[src/rtl/irq_prio_pkg.sv]
package irq_prio_pkg;
    localparam int PRIO_BITS  = 4;
    localparam int GROUP_BITS = 3;

    typedef logic [PRIO_BITS-1:0]  prio_t;
    typedef logic [GROUP_BITS-1:0] group_t;

    // Candidate carried through the selection chain
    typedef struct packed {
        logic  hit;
        prio_t prio;
    } cand_t;

    // Preemption level: the top n bits of the priority, n = min(group, PRIO_BITS)
    function automatic prio_t preempt_level(prio_t p, group_t g);
        int n;
        n = (int'(g) > PRIO_BITS) ? PRIO_BITS : int'(g);
        return prio_t'(p >> (PRIO_BITS - n));
    endfunction
endpackage

[src/rtl/irq_src_regs.sv]
module irq_src_regs
    import irq_prio_pkg::*;
#(
    parameter int N_SRC      = 8,
    parameter int PRIO_REG_W = 8,
    localparam int IDX_W     = $clog2(N_SRC)
) (
    input  logic                  clk,
    input  logic                  rst,
    input  logic [N_SRC-1:0]      irq_req,
    input  logic [N_SRC-1:0]      en_set,
    input  logic [N_SRC-1:0]      en_clr,
    input  logic                  prio_we,
    input  logic [IDX_W-1:0]      prio_sel,
    input  logic [PRIO_REG_W-1:0] prio_wdata,
    input  logic                  take,
    input  logic [IDX_W-1:0]      take_idx,
    output logic [N_SRC-1:0]      pend_q,
    output logic [N_SRC-1:0]      en_q,
    output prio_t                 prio_q [N_SRC]
);
    logic [N_SRC-1:0] take_vec;

    always_comb begin
        take_vec = '0;
        if (take) take_vec[take_idx] = 1'b1;
    end

    always_ff @(posedge clk) begin
        if (rst) begin
            pend_q <= '0;
            en_q   <= '0;
        end else begin
            pend_q <= (pend_q & ~take_vec) | irq_req;
            en_q   <= (en_q | en_set) & ~en_clr;
        end
    end

    generate
        for (genvar i = 0; i < N_SRC; i++) begin : g_prio
            always_ff @(posedge clk) begin
                if (rst)
                    prio_q[i] <= '0;
                else if (prio_we && prio_sel == IDX_W'(i))
                    prio_q[i] <= prio_wdata[PRIO_REG_W-1 -: PRIO_BITS];
            end
        end
    endgenerate
endmodule

[src/rtl/irq_select.sv]
module irq_select
    import irq_prio_pkg::*;
#(
    parameter int N_SRC  = 8,
    localparam int IDX_W = $clog2(N_SRC)
) (
    input  logic [N_SRC-1:0] pend,
    input  logic [N_SRC-1:0] en,
    input  logic [N_SRC-1:0] act,
    input  prio_t            prio [N_SRC],
    output logic             valid,
    output logic [IDX_W-1:0] idx,
    output prio_t            best_prio
);
    cand_t best;

    // Linear scan; strict compare keeps the lowest index on ties
    always_comb begin
        best = '0;
        idx  = '0;
        for (int i = 0; i < N_SRC; i++) begin
            if (pend[i] && en[i] && !act[i]) begin
                if (!best.hit || prio[i] < best.prio) begin
                    best.hit  = 1'b1;
                    best.prio = prio[i];
                    idx       = IDX_W'(i);
                end
            end
        end
        valid     = best.hit;
        best_prio = best.prio;
    end
endmodule

[src/rtl/irq_level_stack.sv]
module irq_level_stack
    import irq_prio_pkg::*;
#(
    parameter int N_SRC  = 8,
    parameter int DEPTH  = 16,
    localparam int IDX_W = $clog2(N_SRC),
    localparam int AW    = $clog2(DEPTH),
    localparam int CW    = $clog2(DEPTH + 1)
) (
    input  logic             clk,
    input  logic             rst,
    input  logic             push,
    input  logic             pop,
    input  logic [IDX_W-1:0] push_idx,
    input  prio_t            push_lvl,
    output logic             empty,
    output logic             full,
    output logic [IDX_W-1:0] top_idx,
    output prio_t            top_lvl
);
    logic [IDX_W-1:0] idx_mem [DEPTH];
    prio_t            lvl_mem [DEPTH];
    logic [CW-1:0]    cnt;
    logic [AW-1:0]    wr_ptr;
    logic [AW-1:0]    top_ptr;

    assign empty   = (cnt == '0);
    assign full    = (cnt == CW'(DEPTH));
    assign top_ptr = AW'(cnt - CW'(1));
    assign wr_ptr  = pop ? top_ptr : AW'(cnt);
    assign top_idx = idx_mem[top_ptr];
    assign top_lvl = lvl_mem[top_ptr];

    always_ff @(posedge clk) begin
        if (rst) begin
            cnt <= '0;
            for (int i = 0; i < DEPTH; i++) begin
                idx_mem[i] <= '0;
                lvl_mem[i] <= '0;
            end
        end else begin
            if (push) begin
                idx_mem[wr_ptr] <= push_idx;
                lvl_mem[wr_ptr] <= push_lvl;
            end
            case ({push, pop})
                2'b10:   cnt <= cnt + CW'(1);
                2'b01:   cnt <= cnt - CW'(1);
                default: cnt <= cnt;
            endcase
        end
    end
endmodule

[src/rtl/irq_prio_arbiter.sv]
module irq_prio_arbiter
    import irq_prio_pkg::*;
#(
    parameter int N_SRC       = 8,
    parameter int PRIO_REG_W  = 8,
    parameter int STACK_DEPTH = 1 << PRIO_BITS,
    localparam int IDX_W      = $clog2(N_SRC)
) (
    input  logic                  clk,
    input  logic                  rst,
    input  logic [N_SRC-1:0]      irq_req,
    input  logic [N_SRC-1:0]      en_set,
    input  logic [N_SRC-1:0]      en_clr,
    input  logic                  prio_we,
    input  logic [IDX_W-1:0]      prio_sel,
    input  logic [PRIO_REG_W-1:0] prio_wdata,
    input  logic [2:0]            group,
    input  logic                  ack,
    input  logic                  done,
    output logic [N_SRC-1:0]      en_q,
    output logic [N_SRC-1:0]      active_q,
    output logic [IDX_W-1:0]      win_idx,
    output logic                  win_valid,
    output logic                  preempt_ok
);
    logic [N_SRC-1:0] pend_q;
    prio_t            prio_q [N_SRC];
    prio_t            win_prio;
    prio_t            win_lvl;
    logic             stk_empty;
    logic             stk_full;
    logic [IDX_W-1:0] top_idx;
    prio_t            top_lvl;
    logic             take;
    logic             retire;
    logic [N_SRC-1:0] set_vec;
    logic [N_SRC-1:0] clr_vec;

    irq_src_regs #(.N_SRC(N_SRC), .PRIO_REG_W(PRIO_REG_W)) u_regs (
        .clk(clk), .rst(rst), .irq_req(irq_req), .en_set(en_set), .en_clr(en_clr),
        .prio_we(prio_we), .prio_sel(prio_sel), .prio_wdata(prio_wdata),
        .take(take), .take_idx(win_idx),
        .pend_q(pend_q), .en_q(en_q), .prio_q(prio_q)
    );

    irq_select #(.N_SRC(N_SRC)) u_sel (
        .pend(pend_q), .en(en_q), .act(active_q), .prio(prio_q),
        .valid(win_valid), .idx(win_idx), .best_prio(win_prio)
    );

    irq_level_stack #(.N_SRC(N_SRC), .DEPTH(STACK_DEPTH)) u_stk (
        .clk(clk), .rst(rst), .push(take), .pop(retire),
        .push_idx(win_idx), .push_lvl(win_lvl),
        .empty(stk_empty), .full(stk_full), .top_idx(top_idx), .top_lvl(top_lvl)
    );

    assign win_lvl    = preempt_level(win_prio, group_t'(group));
    assign preempt_ok = win_valid && !stk_full && (stk_empty || win_lvl < top_lvl);
    assign take       = ack && preempt_ok;
    assign retire     = done && !stk_empty;

    always_comb begin
        set_vec = '0;
        clr_vec = '0;
        if (take)   set_vec[win_idx] = 1'b1;
        if (retire) clr_vec[top_idx] = 1'b1;
    end

    always_ff @(posedge clk) begin
        if (rst) active_q <= '0;
        else     active_q <= (active_q & ~clr_vec) | set_vec;
    end
endmodule

[config.mk]
export PLATFORM = sky130hd
export DESIGN_NAME = irq_prio_arbiter
export DESIGN_NICKNAME = d
export VERILOG_FILES = /design/src/rtl/irq_prio_pkg.sv /design/src/rtl/irq_src_regs.sv /design/src/rtl/irq_select.sv /design/src/rtl/irq_level_stack.sv /design/src/rtl/irq_prio_arbiter.sv
export SDC_FILE = /design/constraint.sdc
export NUM_CORES = 1
export LEC_CHECK = 0
export BUFFER_PORTS_ARGS = -buffer_cell sky130_fd_sc_hd__buf_2
export CAP_MARGIN = 20
export CORE_MARGIN = 2
export CORE_UTILIZATION = 35
export CTS_BUF_LIST = sky130_fd_sc_hd__clkbuf_4 sky130_fd_sc_hd__clkbuf_8
export CTS_CLUSTER_DIAMETER = 100
export DETAILED_ROUTE_END_ITERATION = 7
export PLACE_DENSITY = 0.54
export SYNTH_ARGS = -nofsm -noshare
export SYNTH_HDL_FRONTEND = slang
export SYNTH_HIERARCHICAL = 1
export SYNTH_SLANG_ARGS = --single-unit
[constraint.sdc]
create_clock -name clk -period 34.5 [get_ports clk]
set_input_delay 1.725 -clock clk [delete_from_list [all_inputs] [get_ports clk]]
set_output_delay 1.725 -clock clk [all_outputs]
set_load 0.01 [all_outputs]
==> out/metrics.cfg, run 1 <==
[grt]
track_usage=0.162
grt_overflow=0
first_global_vias=6670
grt_max_degree=85
antenna_found_initial=2
grt_pass1_wl_mm=38.1

[critical_path]
crit_slowest_cell=o21a_1
crit_buf_inv=2
r2r_start=u_regs/en_q[0]
crit_family=compound AO/OA/AOI/OAI gates
rr_worst_depth=57
r2r_slack_ns=19.28
arrival_ns=13.90
path_common_cell=ha_1
cpPeakStageDelay_ns=0.64
r2r-end=u_stk/lvl_mem[6][1]
cp-end-kind=primary output
crit_fanout=17
cp.required_ns=32.78
path_class=flop to primary output
startpoint=u_regs/en_q[0]
start_kind=flop

[layout]
layout_commonest_cell=and2_1
layout_common_cells=and2_1 (116), edfxtp_1 (112), dfxtp_1 (60)
area_growth_pct=10.2
nets=998
drive_gt1_frac=0.227

[detailed_routing]
drc=0
wl_per_cell_um=18.1
drtPass1Iterations=4
routed_wl_mm=24.0
drt_iter0_drc=361
viasPerCell=5.08
drtAntennaViolNets=0
route.vias.total=6730

[clock_network]
root_buffer=clkbuf_8
cts-hold-fix-buffers=0
cts_tree=yes
htreeDepth=4
clk_latency_ns=0.50
clock_sinks=173
path_clk_slew_ns=0.11
numCtsBuffers=17
cts_resized=0
clockBufferDepth=2
cts_setup_buffers=0

[min_path]
holdCritStartpoint=u_regs/en_q[5]
min_to=u_regs/en_q[5]
hold_depth=2
hold_class=flop to flop

[placement]
hpwl_mm=16.9
portBuffers=59
place_congestion=0.796

[synth]
synth_top_family_by_area=simple AND/OR/NAND/NOR gates
syn_area_um2=10100
postSynthAreaPerCell_um2=11.4
synth-simple-area-share=0.216
ys.flop_type=edfxtp_1
synth_warnings=6
synthMuxAreaShare=0.116
syn_inst=884
async_reset_ff_frac=0
synth_nets=956
synth_edf_count=112
synth_seq_cells=173
synth.yosys.seq_area_share=0.454
synthAdderAreaFrac=0.0359
synth-xor-area-share=0.00706
ys_types=96
synth_compound_area_frac=0.135

[floorplan]
core_region_area_um2=28500
dieArea_um2=30200
die_w_um=174
row_count=62
io_pins=64
die_y_um=174
start_util=0.354

[timing]
timing.setup.tns_ns=0
post-route-period-util=0.453
fin_skew_ns=0.0333
clock.fmax_mhz=64.0
tightest_slew_ns=1.02
period_needed_ns=15.63
rsz0062_at_grt=no
finalSetupViolations=0
hold_viol=0
slew-limit-headroom=0.321
holdWs_ns=0.509
maxSlewViolCount=0

[flow_run]
maxCapViolCount=0

[power_and_ir_drop]
irDropWorstVdd_v=0.0000433
total_power_mw=0.662
power.leakage_nw=4.28
p_per_area_nw_per_um2=59.5

[status]
status=finished, final reports clean

[worst max-delay path by stage]
stage                     endpoint  slack, ns  cells past startpoint
6_report                preempt_ok      18.87                     51
5_1_grt                 preempt_ok      17.83                     54
4_1_cts                 preempt_ok      18.92                     54
3_5_place_dp   u_stk/lvl_mem[6][0]      19.38                     57
3_3_place_gp   u_stk/idx_mem[6][1]      19.40                     56
2_1_floorplan           preempt_ok      21.21                     53
[power by group]
group          internal, mW  switching (mW)  total (mW)
Sequential            0.231          0.0128       0.244
Clock                0.0626          0.0905       0.153
Combinational         0.107           0.159       0.266
Total                 0.400           0.262       0.662
[state kept, by name, indices dropped and copies added (netlist names)]
name	count
active_q	8
u_stk/lvl_mem	64
u_stk/cnt	5
u_regs/pend_q	8
u_regs/prio_q	32
u_regs/en_q	8
u_stk/idx_mem	48
[cell type report]
type / instances / area [µm²]
antenna: 1 / 2.50
clock buffer: 17 / 234
clock inverter: 15 / 189
fill: 2873 / 17400
inverter: 30 / 113
multi-input combinational: 636 / 5160
sequential: 173 / 4590
tap: 384 / 480
timing repair buffer: 68 / 363
[per-layer routing]
layer	vias to the layer above	wire (µm)	track usage
met2	93	11500	0.270
met3	25	794	0.0351
met4	2	328	0.0420
li1	3342	-	-
met5	-	13	0
met1	3268	11300	0.214
[cells by family after synthesis]
group           Yosys count
buf+inv                  75
fa+ha+maj                29
flops                   173
compound gates          166
mux                      80
simple gates            355
xor+xnor                  6
[cells in the mapped netlist, types with 4 or more instances]
cell type / n / area [µm²]
a21oi_1: 31 / 155
o21ai_0: 7 / 35.0
and2_1: 116 / 726
or2_2: 12 / 75.1
a211oi_1: 15 / 113
nand4bb_1: 5 / 56.3
buf_4: 4 / 30.0
a41oi_1: 4 / 35.0
edfxtp_1: 112 / 3360
mux4_2: 27 / 608
nor3_1: 16 / 80.1
mux2i_1: 47 / 470
o21bai_1: 6 / 45.0
nand3b_1: 5 / 37.5
o21ai_1: 11 / 55.1
nand2b_2: 6 / 52.6
o21a_1: 6 / 45.0
nand2b_1: 44 / 275
inv_1: 30 / 113
nor2_1: 45 / 169
or2_1: 4 / 25.0
nand3_1: 6 / 30.0
a311oi_1: 5 / 43.8
nand4b_1: 4 / 35.0
buf_6: 7 / 78.8
nand2_1: 36 / 135
o211ai_1: 5 / 37.5
nor2b_1: 18 / 113
and3b_1: 7 / 61.3
o21ai_2: 6 / 52.6
a21oi_4: 5 / 81.3
buf_2: 9 / 45.0
a21oi_2: 11 / 96.3
clkbuf_1: 24 / 90.1
dfxtp_1: 61 / 1220
nor3b_1: 5 / 37.5
ha_1: 29 / 363
a211o_1: 8 / 70.1
[metrics by stage]
| stage | cell area (µm²) | std cells | setup WS, ns | utilization |
|---|---|---|---|---|
| global route | 11100 | 1323 | 17.83 | 0.390 |
| floorplan | 10100 | 884 | 21.21 | - |
| CTS | 11100 | 1322 | 18.92 | 0.389 |
| global placement | 10700 | 1290 | 19.40 | 0.374 |
| detailed placement | 10700 | 1290 | 19.38 | 0.374 |
| finish | 11100 | 1324 | 18.87 | 0.390 |
[tightest hold or removal path: stages, from the launching register on]
cell,delay [ns]
dfxtp_1,0.34
nor2_1,0.09
nor3_1,0.05
(Power assumes the default switching activity.)
==> run 2, diff against run 1 <==
Settings changed: PLACE_DENSITY 0.54 to 0.56.
Clock period 34.5 ns to 13.75 ns, I/O delays scaled along.
==> out/metrics.cfg, run 2 (synthesized netlist as in run 1, its figures left out) <==
[detailed_routing]
drtPass1Iterations=4  ; unchanged
drt_iter0_drc=450  ; +25%
drc=0  ; unchanged
drtAntennaViolNets=0  ; unchanged
wl_per_cell_um=17.6  ; -2.9%
route.vias.total=6848  ; +1.8%
wl_met3_um=770  ; -3.0%
wl_met2_mm=11.3  ; -2.4%
wl_met1_mm=11.3  ; -0.23%
routed.top_layer=met5
routed_wl_mm=23.7  ; -1.2%
viasPerCell=5.08  ; about the same

[placement]
portBuffers=59  ; unchanged
hpwl_mm=17.0  ; +0.11%
pre_cts_ws_ns=-0.0697  ; -19.45 ns
placed_cells=1303  ; +1.0%
place_congestion=0.818  ; +2.7%

[critical_path]
r2r_start=u_regs/pend_q[0]
cp-end-kind=primary output
path_class=flop to primary output
startpoint=u_regs/pend_q[0]
crit_fanout=8  ; -9
worstSetupEndpoint=preempt_ok
r2r-end=u_stk/lvl_mem[4][2]
rr_worst_depth=59  ; +3.5%
cpPeakStageDelay_ns=0.41  ; -0.23 ns
start_kind=flop
crit_slowest_cell=dfxtp_1
arrival_ns=12.29  ; -1.61 ns
r2r_slack_ns=0.83  ; -18.45 ns
cp.required_ns=13.06  ; -19.72 ns
path_common_cell=ha_1

[grt]
track_usage=0.157  ; -0.00537
grt_max_degree=85  ; unchanged
grt_pass1_wl_mm=37.0  ; -3.0%
antenna_found_initial=1  ; -1
first_global_vias=6581  ; -1.3%
grt_overflow=0  ; unchanged

[layout]
reg_top3=u_stk/lvl_mem (64), u_stk/idx_mem (48), u_regs/prio_q (32)
fin_cells=1348  ; +1.8%
regMostFlops=u_stk/lvl_mem
largest_reg_flops=64  ; unchanged
layout_common_cells=and2_1 (116), edfxtp_1 (112), dfxtp_1 (59), buf_2 (59)
post-route-util=0.404  ; +0.0143
nets=1023  ; +2.5%
layout_commonest_cell=and2_1
antennaDiodeCount=0  ; -1
drive_gt1_frac=0.270  ; +0.0429
area_growth_pct=14.2

[floorplan]
row_count=62  ; unchanged
die_w_um=174  ; unchanged
io_pins=64  ; unchanged
start_util=0.354  ; unchanged
dieArea_um2=30200  ; unchanged
die_y_um=174  ; unchanged
core_region_area_um2=28500  ; unchanged

[clock_network]
numCtsBuffers=17  ; unchanged
cts_tree=yes
path_clk_slew_ns=0.11  ; about the same
clock_sinks=173  ; unchanged
cts-hold-fix-buffers=0  ; unchanged
clockBufferDepth=2  ; unchanged
clk_latency_ns=0.49  ; about the same
htreeDepth=4  ; unchanged
root_buffer=clkbuf_8

[min_path]
hold_depth=2  ; unchanged
hold_class=input pin to flop

[timing]
tightest_slew_ns=1.04  ; +0.0251 ns
hold_viol=0  ; unchanged
post-route-period-util=0.944
postLayoutSetupSlackWorst_ns=0.773  ; -18.10 ns
holdWs_ns=0.351  ; -0.158 ns
clock.fmax_mhz=77.1
slew-limit-headroom=0.304  ; -0.0165
fin_skew_ns=0.0207  ; -0.0126 ns
finalSetupViolations=0  ; unchanged
maxSlewViolCount=0  ; unchanged
period_needed_ns=12.98

[flow_run]
maxCapViolCount=0  ; unchanged

[power_and_ir_drop]
irDropWorstVdd_v=0.0000913  ; +110%
power.leakage_nw=4.44  ; +3.5%
p_per_area_nw_per_um2=147  ; +150%

[status]
status=finished, final reports clean

run 2: cell count changes in the layout (fill, tap and decap cells not counted), sizes merged:
cell,delta
bufinv,-1
diode,-1
clkinv,-1
inv,+2
buf,+25
run 2: what timing repair did:
item	in CTS	in global routing
buffers inserted	0	12
resized for setup	3	41
pin swaps	0	3
setup endpoints to repair	115	240
run 2: cell type report:
type,count,area [µm²]
fillers,2825,17000
multi-input cells,636,5340
flip-flops and latches,173,4590
inverters,30,113
well taps,384,480
clock buffers,17,234
clock inverters,15,220
repair buffers,93,554
run 2: worst min-delay path by stage:
stage                                 from          endpoint  slack [ns]
after floorplan           u_regs/prio_q[4]  u_regs/prio_q[4]        0.46
after global placement      u_regs/en_q[6]    u_regs/en_q[6]        0.48
after detailed placement  u_regs/prio_q[7]  u_regs/prio_q[7]        0.49
after CTS                        en_clr[6]    u_regs/en_q[6]        0.33
after global routing             en_clr[5]    u_regs/en_q[5]        0.33
final                            en_clr[0]    u_regs/en_q[0]        0.35
run 2: per-stage QoR:
stage               power, mW  TNS (ns)  area (µm²)
floorplan                1.12         0       10100
global placement         1.27         0       10800
detailed placement       1.28     -3.64       10800
CTS                      1.68         0       11300
global route             1.79    -0.418       11500
finish                   1.69         0       11500
run 2: critical path, delay by kind of cell (launching register included):
| family | cells | cell delay, ns |
|---|---|---|
| AO/OA/AOI/OAI | 25 | 5.42 |
| adder cells (fa/ha/maj) | 8 | 2.41 |
| buffers and inverters | 3 | 0.40 |
| flip-flops | 1 | 0.41 |
| multiplexers | 4 | 1.13 |
| AND/OR/NAND/NOR | 14 | 2.00 |
run 2: per-layer routing:
| layer | track usage | vias to the layer above |
|---|---|---|
| li1 | - | 3382 |
| met1 | 0.214 | 3335 |
| met2 | 0.255 | 107 |
| met3 | 0.0294 | 22 |
| met4 | 0.0420 | 2 |
| met5 | 0 | - |
run 2: where the power goes:
group	switching (mW)	internal [mW]	total [mW]	leakage (nW)
combinational	0.414	0.276	0.690	2.56
sequential	0.0267	0.579	0.606	1.65
clock	0.248	0.151	0.399	0.223
==> run 3, diff against run 2 <==
Settings changed: CORE_UTILIZATION 35 to 57, PLACE_DENSITY 0.56 to 0.82.
Clock period 13.75 ns to 10.6 ns, I/O delays scaled along.
==> out/metrics.cfg, run 3 (synthesized netlist as in run 1, its figures left out) <==
[status]
status=finished with violations
violations=negative setup slack

[critical_path]
start_kind=flop
path_common_cell=ha_4
arrival_ns=11.54  ; -0.75 ns
path_class=flop to primary output
r2r_slack_ns=-1.44  ; -2.27 ns
cp-end-kind=primary output
crit_buf_inv=5  ; +2
cpPeakStageDelay_ns=0.35  ; -0.06 ns
crit_slowest_cell=dfxtp_4
r2r-end=u_stk/lvl_mem[10][2]
r2r_start=active_q[0]
crit_fanout=6  ; -2
rr_worst_depth=60  ; +1.7%
crit_family=compound AO/OA/AOI/OAI gates
cp.required_ns=10.07  ; -2.99 ns

[timing]
timing.setup.tns_ns=-316.37  ; -316.37 ns
maxSlewViolCount=0  ; unchanged
fin_skew_ns=0.0221  ; +0.00141 ns
postLayoutSetupSlackWorst_ns=-1.47  ; -2.24 ns
hold_viol=0  ; unchanged
period_needed_ns=12.07
rsz0062_at_grt=yes
slew-limit-headroom=0.359  ; +0.0546
holdWs_ns=0.201  ; -0.150 ns
clock.fmax_mhz=82.9
tightest_slew_ns=0.962  ; -0.0798 ns
finalSetupViolations=248  ; +248
post-route-period-util=1.14

[grt]
grt_pass1_wl_mm=40.2  ; +8.6%
grt_max_degree=85  ; unchanged
track_usage=0.286  ; +0.129
antenna_found_initial=0  ; -1
grt_overflow=0  ; unchanged
first_global_vias=7350  ; +12%

[placement]
place_congestion=0.878  ; +7.3%
hpwl_mm=18.4  ; +8.5%
pre_cts_ws_ns=-1.12  ; -1.05 ns
portBuffers=59  ; unchanged

[layout]
layout.area.seq_um2=4590  ; +0.14%
layout_commonest_cell=buf_4
reg_top3=u_stk/lvl_mem (64), u_stk/idx_mem (48), u_regs/prio_q (32)
antennaDiodeCount=0  ; unchanged
multiInputGateArea_um2=5980  ; +12%
nets=1131  ; +11%
largest_reg_flops=64  ; unchanged
drive_gt1_frac=0.453  ; +0.184
layout_common_cells=buf_4 (115), edfxtp_1 (112), and2_1 (64)
fill_cells=1047  ; -63%
post-route-util=0.746  ; +0.342
area_growth_pct=27.8
regMostFlops=u_stk/lvl_mem

[min_path]
min_to=u_regs/en_q[6]
holdCritStartpoint=en_clr[6]
hold_depth=2  ; unchanged
hold_class=input pin to flop

[detailed_routing]
wl_per_cell_um=21.7  ; +24%
drt_iter0_drc=772  ; +72%
wl_met2_mm=13.7  ; +22%
routed_wl_mm=28.2  ; +19%
route.vias.total=8003  ; +17%
viasPerCell=6.17  ; +21%
wl_met3_mm=2.06  ; +170%
drc=0  ; unchanged
drtPass1Iterations=5  ; +1
wl_met1_mm=11.8  ; +4.7%
drtAntennaViolNets=0  ; unchanged
routed.top_layer=met4

[flow_run]
maxCapViolCount=0  ; unchanged

[clock_network]
htreeDepth=4  ; unchanged
numCtsBuffers=17  ; unchanged
path_clk_slew_ns=0.10  ; about the same
clk_latency_ns=0.48  ; about the same
cts_tree=yes
clock_sinks=173  ; unchanged
root_buffer=clkbuf_8
clockBufferDepth=2  ; unchanged

[power_and_ir_drop]
p_sw_frac=0.398  ; -0.00881
clkPwrFrac=0.207  ; -0.028
irDropWorstVdd_v=0.000155  ; +70%
p_seq_frac=0.330  ; -0.027
p_per_area_nw_per_um2=184  ; +25%
total_power_mw=2.38  ; +40%
combPwrFrac=0.463  ; +0.056
power.leakage_nw=5.17  ; +17%
p_int_mw=1.43  ; +42%
power_switching_mw=0.946  ; +37%

[floorplan]
row_count=48  ; -23%
start_util=0.584  ; +0.230
dieArea_um2=18800  ; -38%
core_region_area_um2=17300  ; -39%
die_w_um=137  ; -21%
io_pins=64  ; unchanged
die_y_um=137  ; -21%

run 3: timing repair:
item                                    4_1_cts  5_1_grt
gates cloned                                  1        0
buffers inserted                             20       16
hold buffers                                  0        0
pin swaps                                    42       22
gates resized for setup                      70       78
endpoints found under the setup margin      249      249
run 3: power groups by stage:
stage / Sequential, mW / Combinational (mW) / Clock [mW]
after floorplan: 0.783 / 0.715 / 0
after global placement: 0.797 / 0.946 / 0
after detailed placement: 0.799 / 0.968 / 0
after CTS: 0.784 / 1.02 / 0.499
after global routing: 0.789 / 1.15 / 0.526
final: 0.786 / 1.10 / 0.492
run 3: metal layers:
metal / global-route usage / vias to the layer above
li1: - / 3594
met1: 0.406 / 3969
met2: 0.449 / 385
met3: 0.0611 / 55
met4: 0.0693 / 0
met5: 0 / -
run 3: how the worst max path moves through the flow:
stage,slack (ns),depth (start not counted),end,start
final,-1.47,57,preempt_ok,active_q[0]
after global routing,-1.86,56,preempt_ok,active_q[0]
after CTS,-1.12,53,preempt_ok,active_q[0]
after detailed placement,-1.12,55,u_stk/idx_mem[12][2],active_q[0]
after global placement,-0.77,56,u_stk/idx_mem[3][0],active_q[0]
after floorplan,-0.82,57,u_stk/idx_mem[2][0],active_q[0]
run 3: cell type report:
cell class | instances | share of cell area
timing repair buffer | 201 | 0.117
sequential | 173 | 0.356
clock inverter | 14 | 0.0140
inverter | 30 | 0.00892
tap | 225 | 0.0218
multi-input combinational | 636 | 0.464
clock buffer | 18 | 0.0187
run 3: through the flow:
stage               std cells  cell area, µm²
CTS                      1282           12500
global route             1297           12900
detailed placement       1230           11600
finish                   1297           12900
global placement         1230           11600
floorplan                 884           10500
